`src/rtl/bkpt_pkg.sv`:
```
package bkpt_pkg;

    localparam int NUM_BP    = 4;
    localparam int ADDR_W    = 32;
    localparam int PORT_W    = 16;
    localparam int REG_AW    = 3;
    localparam int FIELD_LSB = 16;
    localparam int FIELD_W   = 4;

    localparam logic [REG_AW-1:0] REG_CTRL = 3'd4;
    localparam logic [REG_AW-1:0] REG_STAT = 3'd5;

    localparam logic [7:0] DBG_VECTOR = 8'd1;

    typedef enum logic [2:0] {
        ACC_FETCH = 3'd0,
        ACC_MRD   = 3'd1,
        ACC_MWR   = 3'd2,
        ACC_IORD  = 3'd3,
        ACC_IOWR  = 3'd4
    } acc_kind_t;

    typedef enum logic [1:0] {
        BT_EXEC  = 2'b00,
        BT_WRITE = 2'b01,
        BT_IO    = 2'b10,
        BT_RDWR  = 2'b11
    } bp_type_t;

    typedef enum logic [1:0] {
        RPT_IDLE = 2'd0,
        RPT_PEND = 2'd1,
        RPT_FIRE = 2'd2
    } rpt_state_t;

endpackage

```
`src/rtl/bkpt_comparator.sv`:
```
module bkpt_comparator
    import bkpt_pkg::*;
#(
    parameter int AW = ADDR_W,
    parameter int PW = PORT_W
) (
    input  logic [AW-1:0] bp_addr,
    input  logic [1:0]    bp_type,
    input  logic [1:0]    bp_len,
    input  logic          bp_enable,
    input  logic          io_ext_en,
    input  logic          acc_valid,
    input  logic [2:0]    acc_kind,
    input  logic [AW-1:0] acc_addr,
    output logic          hit
);

    logic          is_io;
    logic          is_rd;
    logic          is_wr;
    logic          is_fetch;
    logic [AW-1:0] eff_addr;
    logic [AW-1:0] low_mask;
    logic          eq_full;
    logic          eq_masked;
    logic          kind_ok;
    logic          addr_ok;

    always_comb begin
        is_fetch = (acc_kind == ACC_FETCH);
        is_rd    = (acc_kind == ACC_MRD);
        is_wr    = (acc_kind == ACC_MWR);
        is_io    = (acc_kind == ACC_IORD) || (acc_kind == ACC_IOWR);

        if (is_io) begin
            eff_addr = {{(AW-PW){1'b0}}, acc_addr[PW-1:0]};
        end else begin
            eff_addr = acc_addr;
        end

        unique case (bp_len)
            2'b00:   low_mask = {AW{1'b1}};
            2'b01:   low_mask = {{(AW-1){1'b1}}, 1'b0};
            default: low_mask = {{(AW-2){1'b1}}, 2'b00};
        endcase

        eq_full   = (eff_addr == bp_addr);
        eq_masked = (((eff_addr ^ bp_addr) & low_mask) == '0);

        unique case (bp_type_t'(bp_type))
            BT_EXEC: begin
                kind_ok = is_fetch;
                addr_ok = eq_full;
            end
            BT_WRITE: begin
                kind_ok = is_wr;
                addr_ok = eq_masked;
            end
            BT_IO: begin
                kind_ok = is_io && io_ext_en;
                addr_ok = eq_masked;
            end
            default: begin
                kind_ok = is_rd || is_wr;
                addr_ok = eq_masked;
            end
        endcase

        hit = acc_valid && bp_enable && kind_ok && addr_ok;
    end

endmodule

```
`src/rtl/bkpt_regfile.sv`:
```
module bkpt_regfile
    import bkpt_pkg::*;
#(
    parameter int NB = NUM_BP,
    parameter int AW = ADDR_W,
    parameter int RW = REG_AW
) (
    input  logic                  clk,
    input  logic                  rst_n,
    input  logic                  reg_wr,
    input  logic [RW-1:0]         reg_addr,
    input  logic [AW-1:0]         reg_wdata,
    output logic [AW-1:0]         reg_rdata,
    input  logic                  fire,
    input  logic [NB-1:0]         fire_mask,
    output logic [NB-1:0][AW-1:0] bp_addr_o,
    output logic [NB-1:0][1:0]    bp_type_o,
    output logic [NB-1:0][1:0]    bp_len_o,
    output logic [NB-1:0]         bp_en_o,
    output logic [NB-1:0]         status_o
);

    logic [NB-1:0][AW-1:0] addr_q;
    logic [AW-1:0]         ctrl_q;
    logic [NB-1:0]         stat_q;
    logic [NB-1:0]         stat_d;

    for (genvar i = 0; i < NB; i++) begin : g_addr
        always_ff @(posedge clk or negedge rst_n) begin
            if (!rst_n) begin
                addr_q[i] <= '0;
            end else if (reg_wr && (reg_addr == RW'(i))) begin
                addr_q[i] <= reg_wdata;
            end
        end

        assign bp_en_o[i]   = ctrl_q[2*i] | ctrl_q[2*i+1];
        assign bp_type_o[i] = ctrl_q[FIELD_LSB + FIELD_W*i +: 2];
        assign bp_len_o[i]  = ctrl_q[FIELD_LSB + FIELD_W*i + 2 +: 2];
    end

    always_ff @(posedge clk or negedge rst_n) begin
        if (!rst_n) begin
            ctrl_q <= '0;
        end else if (reg_wr && (reg_addr == REG_CTRL)) begin
            ctrl_q <= reg_wdata;
        end
    end

    always_comb begin
        stat_d = stat_q;
        if (reg_wr && (reg_addr == REG_STAT)) begin
            stat_d = reg_wdata[NB-1:0];
        end
        if (fire) begin
            stat_d = stat_d | fire_mask;
        end
    end

    always_ff @(posedge clk or negedge rst_n) begin
        if (!rst_n) begin
            stat_q <= '0;
        end else begin
            stat_q <= stat_d;
        end
    end

    always_comb begin
        reg_rdata = '0;
        for (int k = 0; k < NB; k++) begin
            if (reg_addr == RW'(k)) begin
                reg_rdata = addr_q[k];
            end
        end
        if (reg_addr == REG_CTRL) begin
            reg_rdata = ctrl_q;
        end
        if (reg_addr == REG_STAT) begin
            reg_rdata = {{(AW-NB){1'b0}}, stat_q};
        end
    end

    assign bp_addr_o = addr_q;
    assign status_o  = stat_q;

endmodule

```
`src/rtl/bkpt_report_fsm.sv`:
```
module bkpt_report_fsm
    import bkpt_pkg::*;
#(
    parameter int NB = NUM_BP
) (
    input  logic          clk,
    input  logic          rst_n,
    input  logic [NB-1:0] hits,
    input  logic          acc_rep,
    input  logic          acc_iter_done,
    output logic          fire,
    output logic [NB-1:0] fire_mask,
    output logic          dbg_req,
    output logic [NB-1:0] hit_mask,
    output rpt_state_t    state_o
);

    rpt_state_t    state_q;
    rpt_state_t    state_d;
    logic [NB-1:0] pend_q;
    logic [NB-1:0] pend_d;
    logic [NB-1:0] mask_q;
    logic [NB-1:0] mask_d;
    logic [NB-1:0] merged;

    always_ff @(posedge clk or negedge rst_n) begin
        if (!rst_n) begin
            state_q <= RPT_IDLE;
        end else begin
            state_q <= state_d;
        end
    end

    always_comb begin
        state_d = RPT_IDLE;
        pend_d  = pend_q;
        mask_d  = '0;
        merged  = pend_q | hits;
        unique case (state_q)
            RPT_IDLE, RPT_FIRE: begin
                pend_d = '0;
                if (|hits) begin
                    if (acc_rep && !acc_iter_done) begin
                        state_d = RPT_PEND;
                        pend_d  = hits;
                    end else begin
                        state_d = RPT_FIRE;
                        mask_d  = hits;
                    end
                end
            end
            RPT_PEND: begin
                if (acc_iter_done) begin
                    state_d = RPT_FIRE;
                    mask_d  = merged;
                    pend_d  = '0;
                end else begin
                    state_d = RPT_PEND;
                    pend_d  = merged;
                end
            end
            default: begin
                state_d = RPT_IDLE;
                pend_d  = '0;
            end
        endcase
    end

    always_ff @(posedge clk or negedge rst_n) begin
        if (!rst_n) begin
            pend_q <= '0;
            mask_q <= '0;
        end else begin
            pend_q <= pend_d;
            mask_q <= mask_d;
        end
    end

    assign fire      = (state_d == RPT_FIRE);
    assign fire_mask = mask_d;
    assign dbg_req   = (state_q == RPT_FIRE);
    assign hit_mask  = mask_q;
    assign state_o   = state_q;

endmodule

```
`src/rtl/bkpt_match_unit.sv`:
```
module bkpt_match_unit
    import bkpt_pkg::*;
(
    input  logic              clk,
    input  logic              rst_n,
    input  logic              reg_wr,
    input  logic [REG_AW-1:0] reg_addr,
    input  logic [ADDR_W-1:0] reg_wdata,
    output logic [ADDR_W-1:0] reg_rdata,
    input  logic              io_ext_en,
    input  logic              acc_valid,
    input  logic [2:0]        acc_kind,
    input  logic [ADDR_W-1:0] acc_addr,
    input  logic              acc_rep,
    input  logic              acc_iter_done,
    output logic              dbg_req,
    output logic [7:0]        dbg_vector,
    output logic [NUM_BP-1:0] hit_mask
);

    logic [NUM_BP-1:0][ADDR_W-1:0] bp_addr;
    logic [NUM_BP-1:0][1:0]        bp_type;
    logic [NUM_BP-1:0][1:0]        bp_len;
    logic [NUM_BP-1:0]             bp_en;
    logic [NUM_BP-1:0]             status_bits;
    logic [NUM_BP-1:0]             hits;
    logic                          fire;
    logic [NUM_BP-1:0]             fire_mask;
    rpt_state_t                    rpt_state;

    bkpt_regfile #(
        .NB (NUM_BP),
        .AW (ADDR_W),
        .RW (REG_AW)
    ) u_regs (
        .clk       (clk),
        .rst_n     (rst_n),
        .reg_wr    (reg_wr),
        .reg_addr  (reg_addr),
        .reg_wdata (reg_wdata),
        .reg_rdata (reg_rdata),
        .fire      (fire),
        .fire_mask (fire_mask),
        .bp_addr_o (bp_addr),
        .bp_type_o (bp_type),
        .bp_len_o  (bp_len),
        .bp_en_o   (bp_en),
        .status_o  (status_bits)
    );

    for (genvar i = 0; i < NUM_BP; i++) begin : g_cmp
        bkpt_comparator #(
            .AW (ADDR_W),
            .PW (PORT_W)
        ) u_cmp (
            .bp_addr   (bp_addr[i]),
            .bp_type   (bp_type[i]),
            .bp_len    (bp_len[i]),
            .bp_enable (bp_en[i]),
            .io_ext_en (io_ext_en),
            .acc_valid (acc_valid),
            .acc_kind  (acc_kind),
            .acc_addr  (acc_addr),
            .hit       (hits[i])
        );
    end

    bkpt_report_fsm #(
        .NB (NUM_BP)
    ) u_fsm (
        .clk           (clk),
        .rst_n         (rst_n),
        .hits          (hits),
        .acc_rep       (acc_rep),
        .acc_iter_done (acc_iter_done),
        .fire          (fire),
        .fire_mask     (fire_mask),
        .dbg_req       (dbg_req),
        .hit_mask      (hit_mask),
        .state_o       (rpt_state)
    );

    assign dbg_vector = dbg_req ? DBG_VECTOR : 8'd0;

endmodule

```
`config.mk`:
```
export PLATFORM = sky130hd
export DESIGN_NAME = bkpt_match_unit
export DESIGN_NICKNAME = d
export VERILOG_FILES = /design/src/rtl/bkpt_pkg.sv /design/src/rtl/bkpt_comparator.sv /design/src/rtl/bkpt_regfile.sv /design/src/rtl/bkpt_report_fsm.sv /design/src/rtl/bkpt_match_unit.sv
export SDC_FILE = /design/constraint.sdc
export NUM_CORES = 1
export LEC_CHECK = 0
export BUFFER_PORTS_ARGS = -buffer_cell sky130_fd_sc_hd__buf_2
export CORE_MARGIN = 5
export CORE_UTILIZATION = 60
export DETAILED_ROUTE_END_ITERATION = 8
export PLACE_DENSITY = 0.89
export SLEW_MARGIN = 20
export SYNTH_ARGS = -nofsm -noshare
export SYNTH_HDL_FRONTEND = slang
export SYNTH_SLANG_ARGS = --single-unit
export TNS_END_PERCENT = 20
```
`constraint.sdc`:
```
create_clock -name clk -period 5.2 [get_ports clk]
set_input_delay 0.52 -clock clk [delete_from_list [all_inputs] [get_ports clk]]
set_output_delay 0.52 -clock clk [all_outputs]
set_load 0.01 [all_outputs]
```
==> results of run 1 <==
## sequential cells by signal, indices dropped and copies added, names as in the netlist
| signal | count |
|---|---|
| u_regs.status_o | 4 |
| u_regs.bp_addr_o | 128 |
| u_fsm.pend_q | 4 |
| u_regs.ctrl_q | 32 |
| u_fsm.hit_mask | 4 |
| u_fsm.state_o | 2 |
## cells by family (layout without fill, tap and decap cells)
kind of cell / after synthesis / in the layout / share of synthesized area, %
simple gates: 200 / 200 / 11.1
mux: 196 / 196 / 24.3
flops: 174 / 174 / 42.1
compound gates: 158 / 158 / 10.2
buf+inv: 109 / 193 / 4.58
xor+xnor: 92 / 92 / 7.78
other cells: 1 / 7 / 0.0362
## routing by layer
layer  global-route usage [%]  share of wire (%)  wire [um]  vias to the layer above
met5                        0              0.069         21                        -
met4                     13.9                4.9       1490                        4
met3                     8.36                 11       3310                      112
met2                     49.1                 47      14200                      534
met1                     39.7                 37      11200                     4108
li1                         -                  -          -                     3585
## per-stage QoR
step           util [%]  setup WS [ns]  total power, mW
2_1_floorplan         -           2.64             2.68
3_3_place_gp       64.2           1.91             3.03
3_5_place_dp       64.2           1.76             3.10
4_1_cts            67.6           1.74             4.35
5_1_grt            67.6           1.57             4.57
6_report           67.6           1.71             4.37
## final timing paths
kind                                   startpoint               endpoint  slack [ns]  cells past startpoint
worst max-delay path                  reg_addr[2]          reg_rdata[22]        1.71                      7
worst min register to register   u_regs.ctrl_q[8]       u_regs.ctrl_q[8]        0.51                      1
worst max register to register  u_regs.ctrl_q[28]     u_regs.status_o[3]        2.65                      6
max in group asynchronous                   rst_n   u_regs.bp_addr_o[62]        3.86                      2
min in group clk                     reg_wdata[8]  u_regs.bp_addr_o[104]        0.35                      2
worst min-delay path                        rst_n   u_regs.bp_addr_o[17]        0.15                      1
## critical path, delay by kind of cell
kind	cells	cell delay, ns
AND/OR/NAND/NOR	3	1.17
buffers and inverters	3	1.14
AO/OA/AOI/OAI	1	0.11
## final cells by class
cell class,instances,area share [%]
tap,225,2.43
clock inverter,15,1.28
multi-input combinational,653,48.2
timing repair buffer,122,5.51
clock buffer,17,3.68
inverter,39,1.27
sequential,174,37.6
## power breakdown
group	leakage, nW	internal (mW)	switching (mW)
registers	2.11	1.63	0.374
logic	2.34	0.600	0.518
clock network	0.282	0.638	0.608
total	4.74	2.87	1.50
## cell usage in the layout (no fill, tap or decap), drive strengths merged, types with 2 or more instances in the layout
master,instances
a2111o,2
a2111oi,3
a211oi,8
a21boi,2
a21oi,11
a22oi,4
a31oi,31
and3,2
and3b,2
buf,122
clkbuf,17
clkinv,5
conb,7
dfrtp,174
inv,48
mux2,160
mux2i,8
mux4,28
nand2,41
nand2b,8
nand3,5
nand4,15
nor2,47
nor2b,4
nor3,25
nor3b,3
nor4,12
nor4bb,27
o21ai,52
o21bai,2
o221ai,6
o22ai,3
o32ai,27
or2,2
or4,3
xnor2,71
xor2,21
==> metrics.yaml, run 1 <==
synth:
  synth_flop_cell: "sky130_fd_sc_hd__dfrtp_1"
  yosysWarningCount: 0
  syn_area_um2: 10400
  synth_top_area_cell: "sky130_fd_sc_hd__dfrtp_1"
  synth_cell_type_count: 57
  synth_seq_cells: 174
  netlist_top_cells_area: "sky130_fd_sc_hd__dfrtp_1 42%, sky130_fd_sc_hd__mux2_2 17%, sky130_fd_sc_hd__mux4_2 6.1%"
  netlist_top_cells_count: "174 x sky130_fd_sc_hd__dfrtp_1, 158 x sky130_fd_sc_hd__mux2_2, 71 x sky130_fd_sc_hd__xnor2_1"
  postSynth.asyncResetShare_pct: 100
  synth_cells: 930
  synth_sequential_area_ratio_pct: 42.1
  synth.top_cell.area_share_pct: 42.1
  synth_enable_flop_cells: 0
  syn-mean-instance-area_um2: 11.1
  most_instantiated_library_cell_after_synthesis: "sky130_fd_sc_hd__dfrtp_1"
route:
  detailedRoute.firstIterationViolations: 917
  wl_final_um: 30200
  vias: 8343
  route.antenna.remaining_nets: 0
  viasPerCell: 6.70
  wl_per_cell_um: 24.3
  route.detailed.drc: 0
  detailedRoute.firstPassIterationCount: 6
critical_path:
  slowest_stage: "sky130_fd_sc_hd__nor2_2"
  type_of_the_worst_setup_path: "in2out"
  worst_setup_path_start_kind: "primary input"
  critical_path_arrival_ns: 2.97
  timing.critical_path.cells: "buf_2 -> nand2b_1 -> nor2_2 -> buf_4 -> nand2_1 -> o21ai_0 -> buf_2"
  timing.critical_path.mode_cell: "sky130_fd_sc_hd__buf_2"
  worst_stage_delay_on_the_critical_path_ns: 0.69
  cp-end-kind: "primary output"
  critical_path_peak_fanout: 36
  worstPathRequired_ns: 4.68
floorplan:
  die_h_um: 141
  top_level_ports: 122
  std_cell_rows: 48
  floorplan.die.width_um: 141
  start_util_pct: 60.5
  design.core.area_um2: 17100
  design.die.area_um2: 20000
clock_tree:
  postCtsHoldBufs: 0
  cts.sinks: 174
  post_cts.repair.setup_buffers: 0
  maximum_buffer_depth_of_the_clock_tree: 2
  clk-insertion-delay-late_ns: 0.44
  clkTransAtPathRegs_ns: 0.07
  clock_tree.root_cell: "sky130_fd_sc_hd__clkbuf_16"
  cts_inserted_buffers: 17
  postCtsResizedCells: 0
  tritoncts: "done"
  htreeDepth: 4
grt:
  grt-ovfl-total: 0
  antenna_found_initial: 2
  grt_pass1_wl_um: 47400
  pin_count_of_the_biggest_net_entering_global_routing: 89
  grtUsageTotal_pct: 30.8
  grt_pass1_vias: 8253
finish:
  fillers: 1231
  regArea_um2: 4350
  multi_input_comb_area_um2: 5580
  final_design_area_no_fill_um2: 11600
  nNetsFinal: 1084
  synthToLayoutAreaGrowth_pct: 11.7
  drive_above_1_share_pct: 34.7
  final_cells: 1245
  num_antenna_cells: 0
sta:
  final_max_slew_violation_count: 0
  worst_hold_margin_ns: 0.155
  finalHoldViolations: 0
  setup_viol: 0
  clock.fmax_mhz: 286
  fin_setup_tns_ns: 0
  final.period_utilization_pct: 67.1
  post-route-min-period_ns: 3.49
  timing_worst_slew_pin_value_ns: 1.19
  worst_slew_margin_rel_pct: 20.7
  finClkSkew_ns: 0.00942
  rsz_0062_raised_after_global_routing: "false"
pwr:
  power_per_cell_area_nw_per_um2: 378
  vdd.ir_drop.worst_v: 0.000272
  p_leak_nw: 4.74
run_status:
  outcome: "completed"
flow_run:
  drv_cap: 0
placement:
  buffer_ports.inserted: 114
  routabilityCongestion: 0.981
  placed_cells_incl_taps: 1213
  post_dp_hpwl_um: 21100
  post_dp_cell_area_um2: 11000
worst_hold_path:
  worstHoldPathType: "in2async"
(Power assumes the default switching activity.)
==> run 2: changes to the inputs <==
--- a/config.mk
+++ b/config.mk
@@ -7,9 +7,9 @@
 export LEC_CHECK = 0
 export BUFFER_PORTS_ARGS = -buffer_cell sky130_fd_sc_hd__buf_2
 export CORE_MARGIN = 5
-export CORE_UTILIZATION = 60
+export CORE_UTILIZATION = 54
 export DETAILED_ROUTE_END_ITERATION = 8
-export PLACE_DENSITY = 0.89
+export PLACE_DENSITY = 0.85
 export SLEW_MARGIN = 20
 export SYNTH_ARGS = -nofsm -noshare
 export SYNTH_HDL_FRONTEND = slang
==> constraint.sdc (replaced) <==
create_clock -name clk -period 3.2 [get_ports clk]
set_input_delay 0.32 -clock clk [delete_from_list [all_inputs] [get_ports clk]]
set_output_delay 0.32 -clock clk [all_outputs]
set_load 0.01 [all_outputs]
==> metrics.yaml, run 2 (synthesized netlist as in run 1, its figures left out) <==
run_status:
  outcome: "completed"
sta:
  setup_viol: 0
  rsz_0062_raised_after_global_routing: "false"
  clock.fmax_mhz: 387
  post-route-min-period_ns: 2.59
  final_max_slew_violation_count: 0
  worst_slew_margin_rel_pct: 50.4
  fin_setup_tns_ns: 0
  final.period_utilization_pct: 80.8
  finalHoldViolations: 0
  timing_worst_slew_pin_value_ns: 0.737
  fin_ws_ns: 0.615
  finClkSkew_ns: 0.0130
critical_path:
  slowest_stage: "sky130_fd_sc_hd__or4_1"
  cp-end-kind: "register"
  worstRegToRegCells: 6
  worst_setup_path_start_kind: "register"
  critical_path.n_buffers_inverters: 0
  critical_path_arrival_ns: 2.94
  r2r_slack_ns: 0.61
  startpoint: "u_regs.ctrl_q[28]"
  worstReg2RegStart: "u_regs.ctrl_q[28]"
  critical_path_peak_fanout: 7
  timing.critical_path.cells: "or4_1 -> o221a_1 -> a2111o_1 -> nor4_2 -> a21oi_1 -> o21ai_1"
  type_of_the_worst_setup_path: "reg2reg"
  worst_stage_delay_on_the_critical_path_ns: 0.51
  crit_family: "compound AO/OA/AOI/OAI gates"
  r2r-end: "u_regs.status_o[3]"
  worstPathRequired_ns: 3.55
route:
  vias: 8339
  route.antenna.remaining_nets: 0
  viasPerCell: 6.57
  wl_final_um: 30500
  detailedRoute.firstIterationViolations: 747
  detailedRoute.firstPassIterationCount: 8
  wl_per_cell_um: 24.0
  route.detailed.drc: 0
pwr:
  cellInternalPower_mw: 4.68
  p_sw_share_pct: 33.9
  vdd.ir_drop.worst_v: 0.000373
  combinational_power_share_pct: 26.0
  power.clock.fraction_pct: 28.2
  p_leak_nw: 4.82
  power_per_cell_area_nw_per_um2: 604
  share_seq_of_total_power_pct: 45.8
  power_switching_mw: 2.40
floorplan:
  std_cell_rows: 50
  top_level_ports: 122
  floorplan.die.width_um: 148
  design.die.area_um2: 22000
  start_util_pct: 55.2
  design.core.area_um2: 18800
  die_h_um: 148
placement:
  routabilityCongestion: 0.993
  post_dp_cell_area_um2: 11200
  dp_slack_ns: 0.409
  buffer_ports.inserted: 114
  post_dp_hpwl_um: 21900
finish:
  nNetsFinal: 1098
  final_design_area_no_fill_um2: 11700
  regArea_um2: 4350
  drive_above_1_share_pct: 35.2
  largest_register_ffs: 128
  layout.cells.most_common_list: "174 x sky130_fd_sc_hd__dfrtp_1, 158 x sky130_fd_sc_hd__mux2_2, 113 x sky130_fd_sc_hd__buf_2"
  fillers: 1505
  mostFrequentLayoutCell: "sky130_fd_sc_hd__dfrtp_1"
  multi_input_comb_area_um2: 5580
  synthToLayoutAreaGrowth_pct: 13.2
worst_hold_path:
  worstHoldEndpoint: "u_regs.bp_addr_o[104]"
  holdPathStages: 2
  worstHoldPathType: "in2reg"
  min-delay-start: "reg_wdata[8]"
grt:
  grt-ovfl-total: 0
  grt_pass1_vias: 8480
  antenna_found_initial: 3
  pin_count_of_the_biggest_net_entering_global_routing: 60
  grtUsageTotal_pct: 28.2
  grt_pass1_wl_um: 48000
clock_tree:
  post_cts.repair.setup_buffers: 0
  cts_inserted_buffers: 17
  cts.sinks: 174
  htreeDepth: 4
  clock_tree.root_cell: "sky130_fd_sc_hd__clkbuf_16"
  tritoncts: "done"
  clkTransAtPathRegs_ns: 0.07
  maximum_buffer_depth_of_the_clock_tree: 2
  clk-insertion-delay-late_ns: 0.44
flow_run:
  drv_cap: 0
## run 2: power groups by stage
| stage | combinational (mW) | clock, mW | sequential [mW] |
|---|---|---|---|
| finish | 1.84 | 2.00 | 3.24 |
| global route | 2.00 | 2.11 | 3.30 |
| CTS | 1.83 | 2.02 | 3.22 |
| detailed placement | 1.81 | 0 | 3.26 |
| global placement | 1.75 | 0 | 3.22 |
| floorplan | 1.31 | 0 | 3.04 |
## run 2: metal layers
metal  vias up  GRT usage [%]  wire (um)  part of all wire (%)
met1      4152           36.5      11700                    38
met5         -              0         13                 0.043
met3        88           7.59       3120                    10
li1       3617              -          -                     -
met4         2           11.1       1080                   3.6
met2       480           45.3      14600                    48
## run 2: timing repair
item	4_1_cts	5_1_grt
gates resized for setup	0	0
hold buffers	1	0
endpoints found under the setup margin	0	0
hold endpoints to repair	57	0
## run 2: layout make-up
class	instances	area share, %
tap	234	2.50
inverter	39	1.25
clock buffer	20	3.73
timing repair buffer	136	6.78
sequential	174	37.2
clock inverter	12	0.982
antenna	2	0.0427
multi-input combinational	653	47.6
## run 2: worst register-to-register path, delay by kind of cell, from the launching register on
family | cells | cell delay [ns]
compound gates | 4 | 1.06
flops | 1 | 0.49
simple gates | 2 | 0.95
## run 2: per-stage QoR
step                      power [mW]  hold slack (ns)  utilization, %  cells
final                           7.08            0.153            62.4   1270
after global routing            7.40            0.154            62.4   1270
after CTS                       7.07            0.133            62.4   1268
after detailed placement        5.06            0.347            59.4   1235
after global placement          4.97            0.347            59.4   1235
after floorplan                 4.35           0.0244               -    936
## run 2: how the worst max path moves through the flow
| stage | to | slack [ns] | cells past startpoint |
|---|---|---|---|
| after floorplan | u_regs.status_o[3] | 0.97 | 7 |
| after global placement | u_fsm.state_o[1] | 0.46 | 8 |
| after CTS | u_regs.status_o[3] | 0.65 | 6 |
| after global routing | u_fsm.state_o[1] | 0.52 | 6 |
| final | u_regs.status_o[3] | 0.61 | 6 |
| after detailed placement | u_fsm.state_o[1] | 0.41 | 8 |
